### config.mk
export PLATFORM = sky130hd
export DESIGN_NAME = hilo_mac
export DESIGN_NICKNAME = d
export VERILOG_FILES = /design/src/rtl/mac_pkg.sv /design/src/rtl/mac_ctrl.sv /design/src/rtl/mac_datapath.sv /design/src/rtl/hilo_mac.sv
export SDC_FILE = /design/constraint.sdc
export NUM_CORES = 2
export LEC_CHECK = 0
export CORE_MARGIN = 5
export CORE_UTILIZATION = 38
export DETAILED_ROUTE_END_ITERATION = 6
export PLACE_DENSITY = 0.54
export SYNTH_ARGS = -nofsm -noshare
export SYNTH_HDL_FRONTEND = slang
export SYNTH_HIERARCHICAL = 1
export SYNTH_SLANG_ARGS = --single-unit
### constraint.sdc
create_clock -name clk -period 12.5 [get_ports clk]
set_input_delay 3.75 -clock clk [delete_from_list [all_inputs] [get_ports clk]]
set_output_delay 3.75 -clock clk [all_outputs]
set_load 0.02 [all_outputs]
### src/rtl/mac_pkg.sv
package mac_pkg;

  typedef enum logic [1:0] {
    KIND_MUL  = 2'b00,
    KIND_ADD  = 2'b01,
    KIND_SUB  = 2'b10,
    KIND_HOLD = 2'b11
  } opKind_e;

  typedef struct packed {
    logic capture;
    logic mulEn;
    logic writeEn;
  } macStrobes_t;

endpackage

### src/rtl/mac_ctrl.sv
module mac_ctrl (
  input  logic                clk,
  input  logic                rst,
  input  logic                start,
  output mac_pkg::macStrobes_t strb,
  output logic                done
);
  typedef enum logic [1:0] {ST_IDLE, ST_MULT, ST_WRITE} ctrlState_e;
  ctrlState_e state;

  always_comb begin
    strb.capture = (state == ST_IDLE) && start;
    strb.mulEn   = (state == ST_MULT);
    strb.writeEn = (state == ST_WRITE);
  end

  always_ff @(posedge clk) begin
    if (rst) begin
      state <= ST_IDLE;
      done  <= 1'b0;
    end else begin
      done <= (state == ST_WRITE);
      case (state)
        ST_IDLE:  if (start) state <= ST_MULT;
        ST_MULT:  state <= ST_WRITE;
        ST_WRITE: state <= ST_IDLE;
        default:  state <= ST_IDLE;
      endcase
    end
  end

  AST_DONE_SINGLE: assert property (@(posedge clk) disable iff (rst) done |=> !done);
  AST_WRITE_DONE: assert property (@(posedge clk) disable iff (rst) strb.writeEn |=> done);
  AST_STROBE_EXCL: assert property (@(posedge clk) disable iff (rst) $onehot0(strb));
  AST_BUSY_NO_CAPTURE: assert property (@(posedge clk) disable iff (rst)
    strb.capture |=> (!strb.capture && strb.mulEn));

endmodule

### src/rtl/mac_datapath.sv
module mac_datapath #(
  parameter int WIDTH = 32
) (
  input  logic                 clk,
  input  logic                 rst,
  input  mac_pkg::macStrobes_t strb,
  input  logic [WIDTH-1:0]     opA,
  input  logic [WIDTH-1:0]     opB,
  input  logic [2:0]           opCode,
  output logic [WIDTH-1:0]     hi,
  output logic [WIDTH-1:0]     lo
);
  localparam int DW = 2 * WIDTH;

  logic [WIDTH-1:0] aReg, bReg;
  logic             unsReg;
  mac_pkg::opKind_e kindReg;
  logic [DW-1:0]    prodReg;
  logic [DW-1:0]    extA, extB, product, pairNow, pairNext;

  always_comb begin
    extA    = unsReg ? {{WIDTH{1'b0}}, aReg} : {{WIDTH{aReg[WIDTH-1]}}, aReg};
    extB    = unsReg ? {{WIDTH{1'b0}}, bReg} : {{WIDTH{bReg[WIDTH-1]}}, bReg};
    product = extA * extB;
    pairNow = {hi, lo};
    case (kindReg)
      mac_pkg::KIND_MUL: pairNext = prodReg;
      mac_pkg::KIND_ADD: pairNext = pairNow + prodReg;
      mac_pkg::KIND_SUB: pairNext = pairNow - prodReg;
      default:           pairNext = pairNow;
    endcase
  end

  always_ff @(posedge clk) begin
    if (rst) begin
      aReg    <= '0;
      bReg    <= '0;
      unsReg  <= 1'b0;
      kindReg <= mac_pkg::KIND_HOLD;
      prodReg <= '0;
      hi      <= '0;
      lo      <= '0;
    end else begin
      if (strb.capture) begin
        aReg    <= opA;
        bReg    <= opB;
        unsReg  <= opCode[0];
        kindReg <= mac_pkg::opKind_e'(opCode[2:1]);
      end
      if (strb.mulEn) prodReg <= product;
      if (strb.writeEn) {hi, lo} <= pairNext;
    end
  end

  AST_PAIR_QUIET: assert property (@(posedge clk) disable iff (rst)
    !strb.writeEn |=> ($stable(hi) && $stable(lo)));
  AST_HOLD_CODE: assert property (@(posedge clk) disable iff (rst)
    (strb.writeEn && kindReg == mac_pkg::KIND_HOLD) |=> ($stable(hi) && $stable(lo)));
  AST_OPERANDS_KEPT: assert property (@(posedge clk) disable iff (rst)
    (strb.mulEn || strb.writeEn) |=> ($stable(aReg) && $stable(bReg) && $stable(kindReg)));

endmodule

### src/rtl/hilo_mac.sv
module hilo_mac #(
  parameter int WIDTH = 32
) (
  input  logic             clk,
  input  logic             rst,
  input  logic             start,
  input  logic [WIDTH-1:0] opA,
  input  logic [WIDTH-1:0] opB,
  input  logic [2:0]       opCode,
  output logic [WIDTH-1:0] hi,
  output logic [WIDTH-1:0] lo,
  output logic             done
);
  mac_pkg::macStrobes_t strb;

  mac_ctrl uCtrl (
    .clk  (clk),
    .rst  (rst),
    .start(start),
    .strb (strb),
    .done (done)
  );

  mac_datapath #(.WIDTH(WIDTH)) uPath (
    .clk   (clk),
    .rst   (rst),
    .strb  (strb),
    .opA   (opA),
    .opB   (opB),
    .opCode(opCode),
    .hi    (hi),
    .lo    (lo)
  );

endmodule

==> results.cfg <==
[grt]
grt_max_degree = 72
grt_pass1_wl_um = 293000
antenna_found_initial = 2
grt.overflow.total = 0
grt_pass1_vias = 47700
track_usage_pct = 22.6

[power]
p_leak_nw = 32.0
ir_worst_vdd_v = 0.000134
intPower_mw = 2.73
p_comb_share_pct = 75.8
switching_share_pct = 54.7
powerDensity_mw_per_mm2 = 93.5
p_total_mw = 6.03
pwr-share-seq_pct = 13.8
switchingPower_mw = 3.29
pwr-share-clk_pct = 10.4

[drt]
drt_iter0_drc = 2991
ant_nets = 0
viasPerCell = 5.10
drt-wirelength-per-cell_um = 21.4
wl_met2_um = 81100
finalWirelength_um = 186000
first_pass_iters = 5
met3_length_um = 13200
dr_total_vias = 44200
drt-met1-wl_um = 89500
top_layer = met4
drc = 0

[final_layout]
final_core_util_pct = 40.7
nets = 8454
area_delta_synth_final_pct = 6.35
final-instance-count-excl-fill = 8673
fin_area_mm2 = 0.0644
drive_above_1_share_pct = 2.52

[place]
portBuffers = 134
place.gp.congestion = 0.939
placed_cell_area_mm2 = 0.0638
post-place-ws_ps = 2440
dp.cells = 8640
place_hpwl_um = 153000

[clocking]
ctsHtreeMaxLevel = 4
cts_resized = 0
cts_hold_buf = 0
cts_setup_buffers = 0
worstSkewPairLatency_ps = 550
cts_root_buffer = clkbuf_16
cts_tree = yes
clkSinkCount = 198
path_clk_slew_ps = 110
cts_buffers = 17
clk_path_buf_depth = 2

[floorplanning]
die_w_um = 409
core_mm2 = 0.158
initial_core_util_pct = 38.2
fp.dieH_um = 409
core.rowCount = 146
die-area_mm2 = 0.168
ioPinCount = 135

[synth]
netlist_area_mm2 = 0.0606
synthCells = 6701
synth_edf_count = 0
synth-seq-cells = 198
ys.flop_type = dfxtp_1
seq_area_frac_synth_pct = 6.54
synthDistinctLibCells = 96
synth_nets = 8568
avgSynthCellArea_um2 = 9.04
synth_top_area_share_pct = 46.8
async_flop_share_pct = 0
ys_warn_count = 6
synth.top_cells.by_area = fa_1 (47%), inv_1 (9.7%), ha_1 (7.9%)
yosysTopAreaCell = fa_1

[timing]
fmax_ghz = 0.0995
setup_viol = 0
hold_ws_ps = 502
fin_crit_ps = 10050
tns_ps = 0
setup_ws_ps = 2450
rsz0062_at_grt = no
min_period_over_period_pct = 80.4
max_slew_margin_pct = 30.4
slew_viol_final = 0
fin_skew_ps = 28.9
final_hold_viol_count = 0
worstMarginPinSlew_ps = 1040

[worst_hold_path]
hold_end = uPath/aReg[1]
whs_path_depth = 2
hold_class = reg -> reg
hold_path.startpoint = uPath/aReg[1]

[status]
status = finished clean

[critical_path]
slowest_delay_ps = 970
worst_ep_required_time_ps = 12960
worstPathArrival_ps = 10500
crit_type = reg -> reg
crit_fanout = 22
rr_startpoint = uPath/bReg[8]
start_kind = register
critPathMostFrequentCell = fa_1
r2r_setup_slack_ps = 2450
critPathSlowestCell = fa_1
reg2reg_depth = 28
endpoint_kind = register
regToRegEndpoint = uPath/prodReg[59]

[run]
drv_cap = 0
==> worst max-delay path by stage <==
stage	start	slack [ps]	cells after the start	endpoint
6_report	uPath/bReg[8]	2450	28	uPath/prodReg[59]
5_1_grt	uPath/unsReg	1870	29	uPath/prodReg[63]
4_1_cts	uPath/aReg[31]	2400	30	uPath/prodReg[59]
3_5_place_dp	uPath/unsReg	2440	30	uPath/prodReg[59]
3_3_place_gp	uPath/aReg[31]	2530	30	uPath/prodReg[59]
2_1_floorplan	uPath/aReg[31]	3150	30	uPath/prodReg[62]
==> cell type report <==
type / instances / area, um^2
sequential: 198 / 3980
tap: 2072 / 2590
clock buffer: 19 / 443
multi-input combinational: 4596 / 49500
antenna: 1 / 2.50
timing repair buffer: 210 / 1910
inverter: 1564 / 5870
fill: 15800 / 94000
clock inverter: 13 / 159
==> critical path: cells and delay by family (launching register included) <==
family	cells	cell delay, ps
DFF	1	960
and+or+nand+nor	6	1200
AOI/OAI and AO/OA	4	1150
adders and majority gates	11	5790
buffers and inverters	7	820
==> registers in the layout (all words and copies together) (netlist names) <==
name	flops
uPath/aReg	32
uPath/kindReg	2
uPath/lo	32
uPath/bReg	32
uPath/prodReg	64
uPath/hi	32
uCtrl/done	1
uCtrl/state	2
uPath/unsReg	1
==> cells in the final DEF, fill, tap and decap left out, drive strengths merged, types with 19 or more instances in the layout <==
cell and count:
a211oi 27, a21o 94, a21oi 216, a31oi 41
and2 600, and3 29, buf 77, clkbuf 19
clkdlybuf4s50 133, dfxtp 198, fa 1416, ha 381
inv 1572, mux2i 104, nand2 668, nand3 49
nand4 28, nor2 261, nor3 47, o211ai 25
o21a 21, o21ai 124, o21bai 21, or3 19
xnor2 184, xor2 36
==> Yosys cell counts, types with 36 or more instances <==
master,n
clkbuf_1,310
mux2i_1,104
xnor2_1,184
fa_1,1416
xor2_1,36
ha_1,381
a31oi_1,41
nand3_1,49
a21o_1,94
nand2_1,668
o21ai_0,122
nor3_1,45
nor2_1,260
and2_1,599
a21oi_1,215
dfxtp_1,198
inv_1,1564
==> power groups by stage <==
| stage | Sequential [mW] | Clock (mW) | Combinational [mW] |
|---|---|---|---|
| floorplan | 0.770 | 0 | 3.34 |
| global route | 0.842 | 0.673 | 5.16 |
| finish | 0.829 | 0.629 | 4.57 |
| CTS | 0.827 | 0.656 | 4.59 |
| detailed placement | 0.842 | 0 | 4.57 |
| global placement | 0.838 | 0 | 4.55 |
==> metal layers <==
layer	vias up	track usage, %
met5	-	0
met4	0	2.95
met3	119	4.43
met2	1231	34.9
met1	23000	33.8
li1	19800	-
==> cell families (layout without fill, tap and decap cells) <==
group / after synthesis / after routing / share of synthesized area, %
AO/OA/AOI/OAI: 680 / 680 / 7.23
AND/OR/NAND/NOR: 1792 / 1792 / 14.8
buffers and inverters: 1907 / 1806 / 11.8
flip-flops: 198 / 198 / 6.54
adder cells (fa/ha/maj): 1799 / 1799 / 54.7
XOR/XNOR: 220 / 220 / 3.18
multiplexers: 105 / 105 / 1.74
other: 0 / 1 / 0
Note: power is estimated with default switching activity, not from simulation.
